File: src/rtl/pin_cond_pkg.sv
package pin_cond_pkg;

  // Request from the stability filter to adopt a new level this cycle.
  typedef struct packed {
    logic fire;
    logic value;
  } commit_t;

  // Counter width able to hold 0 .. n-1, at least one bit.
  function automatic int count_width(input int n);
    return (n < 2) ? 1 : $clog2(n);
  endfunction

endpackage

File: src/rtl/pc_sync.sv
module pc_sync #(
  parameter int STAGES = 2
) (
  input  logic clk,
  input  logic rst,
  input  logic d,
  output logic q
);

  logic [STAGES-1:0] chain;

  generate
    if (STAGES == 1) begin : g_single
      always_ff @(posedge clk) begin
        if (rst) chain <= '0;
        else     chain <= d;
      end
    end else begin : g_multi
      always_ff @(posedge clk) begin
        if (rst) chain <= '0;
        else     chain <= {chain[STAGES-2:0], d};
      end
    end
  endgenerate

  assign q = chain[STAGES-1];

endmodule

File: src/rtl/pc_filter.sv
module pc_filter
  import pin_cond_pkg::*;
#(
  parameter int WAIT = 3
) (
  input  logic    clk,
  input  logic    rst,
  input  logic    sample,
  output logic    level,
  output commit_t commit
);

  localparam int            CW   = count_width(WAIT);
  localparam logic [CW-1:0] LAST = CW'(WAIT - 1);

  logic [CW-1:0] run_cnt;
  logic          differ;

  // A run of disagreeing samples reaches its final cycle here.
  always_comb begin
    differ       = sample ^ level;
    commit.fire  = differ && (run_cnt == LAST);
    commit.value = sample;
  end

  always_ff @(posedge clk) begin
    if (rst) begin
      level   <= 1'b0;
      run_cnt <= '0;
    end else if (!differ) begin
      run_cnt <= '0;
    end else if (commit.fire) begin
      level   <= commit.value;
      run_cnt <= '0;
    end else begin
      run_cnt <= run_cnt + 1'b1;
    end
  end

endmodule

File: src/rtl/pc_strobe.sv
module pc_strobe
  import pin_cond_pkg::*;
(
  input  logic    clk,
  input  logic    rst,
  input  commit_t commit,
  output logic    rise,
  output logic    fall
);

  always_ff @(posedge clk) begin
    if (rst) begin
      rise <= 1'b0;
      fall <= 1'b0;
    end else begin
      rise <= commit.fire &  commit.value;
      fall <= commit.fire & ~commit.value;
    end
  end

endmodule

File: src/rtl/pin_conditioner.sv
module pin_conditioner
  import pin_cond_pkg::*;
#(
  parameter int SYNC_STAGES = 2,
  parameter int WAIT_CYCLES = 3
) (
  input  logic clk,
  input  logic rst,
  input  logic pin_raw,
  output logic level_out,
  output logic rise_pulse,
  output logic fall_pulse
);

  logic    synced_bit;
  commit_t commit;

  pc_sync #(.STAGES(SYNC_STAGES)) u_sync (
    .clk (clk),
    .rst (rst),
    .d   (pin_raw),
    .q   (synced_bit)
  );

  pc_filter #(.WAIT(WAIT_CYCLES)) u_filter (
    .clk    (clk),
    .rst    (rst),
    .sample (synced_bit),
    .level  (level_out),
    .commit (commit)
  );

  pc_strobe u_strobe (
    .clk    (clk),
    .rst    (rst),
    .commit (commit),
    .rise   (rise_pulse),
    .fall   (fall_pulse)
  );

endmodule

File: config.mk
export PLATFORM = sky130hd
export DESIGN_NAME = pin_conditioner
export DESIGN_NICKNAME = d
export VERILOG_FILES = /design/src/rtl/pin_cond_pkg.sv /design/src/rtl/pc_sync.sv /design/src/rtl/pc_filter.sv /design/src/rtl/pc_strobe.sv /design/src/rtl/pin_conditioner.sv
export SDC_FILE = /design/constraint.sdc
export NUM_CORES = 1
export LEC_CHECK = 0
export ABC_AREA = 1
export BUFFER_PORTS_ARGS = -buffer_cell sky130_fd_sc_hd__buf_4
export CAP_MARGIN = 10
export CORE_AREA = 4 4 41 43
export CTS_CLUSTER_DIAMETER = 50
export DETAILED_ROUTE_END_ITERATION = 16
export DIE_AREA = 0 0 45 47
export PLACE_DENSITY_LB_ADDON = 0.15
export SLEW_MARGIN = 20
export SYNTH_ARGS = -nofsm -noshare
export SYNTH_HDL_FRONTEND = slang
export SYNTH_SLANG_ARGS = --single-unit
File: constraint.sdc
create_clock -name clk -period 1.2 [get_ports clk]
set_input_delay 0.24 -clock clk [delete_from_list [all_inputs] [get_ports clk]]
set_output_delay 0.24 -clock clk [all_outputs]
set_load 0.1 [all_outputs]
After elaboration in Yosys (flattened, before gate mapping)
Index checks and enable logic that the tools add are counted.

word-level totals
  register bits after elaboration = 7
  output and inout bits = 3

operators by class
  add/subtract/negate cells = 1
  eq/ne operators = 1
  bitwise logic cells = 5
  reductions and logical operators = 3

operators by type and width
  operator                                                       number
  3-bit OR reduction                                             1
  2-bit by 1-bit adder with 2-bit output, second input constant  1
  1-bit bitwise AND                                              2
  2-bit == test, second input constant                           1
  1-bit inverter                                                 2
  2-bit AND reduction                                            1
  1-bit logical AND                                              1
  1-bit XOR                                                      1

Logic depth before layout (Yosys ltp)
  depth in word-level cells = 3
  depth in mapped cells = 5
  mapped depth without buffers = 5

Cells and area by module
A second synthesis with hierarchy kept.

unflattened totals
  cell total of the unflattened synthesis = 31
  area, all modules = 251.5 µm²

by module, submodules not included
  module     instances  cells each  area an instance (µm²)
  pc_filter  1          18          137.6
  pc_strobe  1          7           58.8
  pc_sync    1          6           55.1

Worst setup path before layout
No wires, ideal clock.

  path type = reg-to-reg
  from = reg u_filter.level
  to = reg u_filter.run_cnt[0]
  data arrival time = 1,295 ps
  data required time = 1,088 ps
  path slack = -207 ps
  stages on the path, launching flop included = 4
  clock period less this slack = 1,407 ps
  cells stage by stage = dfxtp_1 -> nand2_1 -> nand4_2 -> nor2_1

on the way
  longest elaborated chain between the ends = 3

RTL lines
  what                                                        RTL line         text
  start: declaration                                          pc_filter.sv:9   output logic level,
  start signal: assignment                                    pc_filter.sv:33  level <= commit.value;
  1-bit XOR (*)                                               pc_filter.sv:21  differ = sample ^ level;
  1-bit logical AND / 1-bit inverter (equally long branches)  -
  3-bit OR reduction (no source line) (*)                     -
  end signal: assignment                                      pc_filter.sv:36  run_cnt <= run_cnt + 1'b1;
  end: declaration                                            pc_filter.sv:16  logic [CW-1:0] run_cnt;

Mark *: on every way between the ends. The rest lies on a longest branch, timed or not.
A chain may end at the register's enable or synchronous reset.

Worst setup path in the final report
  from = reg u_filter.level
  to = out level_out

RTL lines
  what              RTL line               text
  end: declaration  pin_conditioner.sv:10  output logic level_out,

No word-level cell between the ends.

==> results.toml <==
[routing]
drt-initial-drc-count = 7
drc = 0
first_pass_iters = 2
via_per_inst = 3.654
wire_per_inst_um = 7.865
antenna_left = 0
vias = 190
wl_um = 409

[critical_path]
worstPathArrival_ps = 860
crit_path_start_kind = "flop"
crit_slowest_cell = "dfxtp_2"
cp_max_fo = 5
critPathMaxStageDelay_ps = 370
critPathTopFamily = "flip-flops"
required_ps = 960
path_cells = "buf_6"
critPathBufInv = 1
path_class = "reg2out"
end_kind = "primary output"

[clocking]
path_clk_slew_ps = 50
clk_path_buf_depth = 2
h-tree-depth = 1
cts_tree = "done"
root_buffer = "clkbuf_4"
cts_buffers = 3
cts.sinks = 7
cts_hold_buf = 0
clkLatencyLatePin_ps = 250

[grt]
grt_pass1_wl_um = 759
overflow = 0
grt_start_max_net_pins = 6
track_usage = 0.05943
grt_antenna_before_repair = 0
grt_pass1_vias = 201

[placed_design]
numPortBuffers = 5
routabilityCongestion = 0.6273
dpl.hpwl_um = 330

[timing]
hold_viol_final = 0
clock_skew_ps = 4.086
maxSlewHeadroom = 0.8139
fmax_ghz = 0.9118
grt_setup_unrepaired = "false"
fin_crit_sh = 0.9140
final-setup-viol-count = 0
finalSetupTns_ps = 0
worst_slew_pin_slew_ps = 281.4
drv_slew = 0
period_needed_ps = 1097

[status]
outcome = "complete, no violations"

[floorplan]
initial_core_util = 0.1875
dieWidth_um = 45
core.rowCount = 13
die_y_um = 47
dieArea_mm2 = 0.002115
core_area_mm2 = 0.001301
pin_count = 6

[cells_and_area]
multi_input_area_um2 = 77.57
syn_to_final_growth_pct = 35.90
seqCellArea_um2 = 141.4
finalCoreUtilization = 0.2548
final_net_count = 42
diodes = 0
fillers = 146
drive_gt1_frac = 0.3514

[synthesis]
synth_area_leaders = "dfxtp_1 (57%), nor2_1 (9.2%), inv_1 (7.7%), ha_1 (5.1%), nand4_2 (5.1%)"
synth_edf_count = 0
synth_top_area_cell = "dfxtp_1"
synth_top_area_share = 0.5744
seq_area_frac_synth = 0.5744
postSynth.asyncResetShare = 0
synth_most_common_cell = "dfxtp_1"
synth.distinct_cells = 11
synth_top_flop_cell = "dfxtp_1"
netlist_top_cells_count = "dfxtp_1 (7), nor2_1 (6), inv_1 (5)"
netlist_area_um2 = 244.0
syn_avg_cell_area_um2 = 8.714
syn-num-nets = 32
ys_ff_latch = 7
yosysWarnings = 0
synth_cells = 28

[power]
ir_drop_uv = 665.0
p_leak_nw = 0.1464
power_density_mw_per_mm2 = 1406

[worst_hold_path]
hold_class = "in2reg"

[run]
drv_cap = 0
==> layout by cell type, fill, tap and decap left out <==
| cell | Yosys | routed |
|---|---|---|
| o21ai_0 | 1 | 1 |
| dfxtp_2 | 0 | 1 |
| a21oi_1 | 1 | 1 |
| nor2_1 | 6 | 6 |
| clkbuf_1 | 0 | 1 |
| nand3_1 | 2 | 2 |
| inv_2 | 2 | 2 |
| nand4_2 | 1 | 1 |
| nand2_2 | 1 | 1 |
| buf_6 | 0 | 1 |
| ha_1 | 1 | 1 |
| dfxtp_1 | 7 | 6 |
| buf_4 | 0 | 4 |
| nand2_1 | 1 | 1 |
| inv_1 | 5 | 5 |
| clkbuf_4 | 0 | 3 |
==> stage by stage <==
stage,instances,cell area [um2],power (mW),setup slack [ps],hold WS [ps]
global placement,48,301.5,0.2616,278.2,390.6
CTS,52,327.8,0.4751,35.57,177.7
finish,52,331.6,0.4662,103.3,182.2
floorplan,28,245.2,0.2537,51.02,311.2
detailed placement,48,301.5,0.2626,252.9,396.5
global route,52,331.6,0.5081,51.53,170.6
==> state kept, by name, summed over array words and instances, names as in the netlist <==
name,count
u_filter.run_cnt,2
u_sync.chain,2
u_strobe.rise,1
u_filter.level,1
u_strobe.fall,1
==> final cells by class <==
class,instances,share of cell area
flip-flops and latches,7,0.4264
multi-input cells,14,0.2340
repair buffers,5,0.1245
clock buffers,4,0.07925
inverters,7,0.07925
well taps,15,0.05660
==> routing by layer <==
| metal | wire length, um | global-route usage | up-vias |
|---|---|---|---|
| met2 | 194 | 0.09322 | 6 |
| li1 | - | - | 101 |
| met3 | 39 | 0.06897 | 2 |
| met1 | 165 | 0.04128 | 81 |
| met4 | 9 | 0.03509 | 0 |
| met5 | 0 | 0 | - |
==> worst reg2reg max path, stage by stage (launching register included) <==
cell and delay (ps):
dfxtp_1 320, inv_1 40, ha_1 240, o21ai_0 170
a21oi_1 60
==> what timing repair did <==
| action | 4_1_cts | 5_1_grt |
|---|---|---|
| resized for setup | 0 | 1 |
| buffers inserted | 0 | 0 |
| setup endpoints to repair | 0 | 1 |
==> cell families (layout without fill, tap and decap cells) <==
| logic type | count (synthesis) | after routing | synth area share |
|---|---|---|---|
| and+or+nand+nor | 11 | 11 | 0.2256 |
| adders and majority gates | 1 | 1 | 0.05127 |
| buffers and inverters | 7 | 16 | 0.1077 |
| AOI/OAI and AO/OA | 2 | 2 | 0.04099 |
| DFF | 7 | 7 | 0.5743 |
==> final timing paths <==
kind	depth (start not counted)	slack, ps	start	endpoint
max	1	100	u_filter.level$_SDFFE_PP0P_	level_out
min	2	180	rst	u_strobe.rise$_SDFF_PP0_
max reg2reg	4	260	u_filter.run_cnt[0]$_SDFF_PP0_	u_filter.level$_SDFFE_PP0P_
min reg2reg	2	400	u_sync.chain[0]$_SDFF_PP0_	u_sync.chain[1]$_SDFF_PP0_
==> power breakdown <==
group | leakage, nW | internal, mW | total [mW] | switching [mW]
combinational | 0.0740 | 0.00828 | 0.0180 | 0.00975
clock | 0.0150 | 0.127 | 0.209 | 0.0820
sequential | 0.0574 | 0.237 | 0.240 | 0.00226
Note: power is estimated with default switching activity, not from simulation.
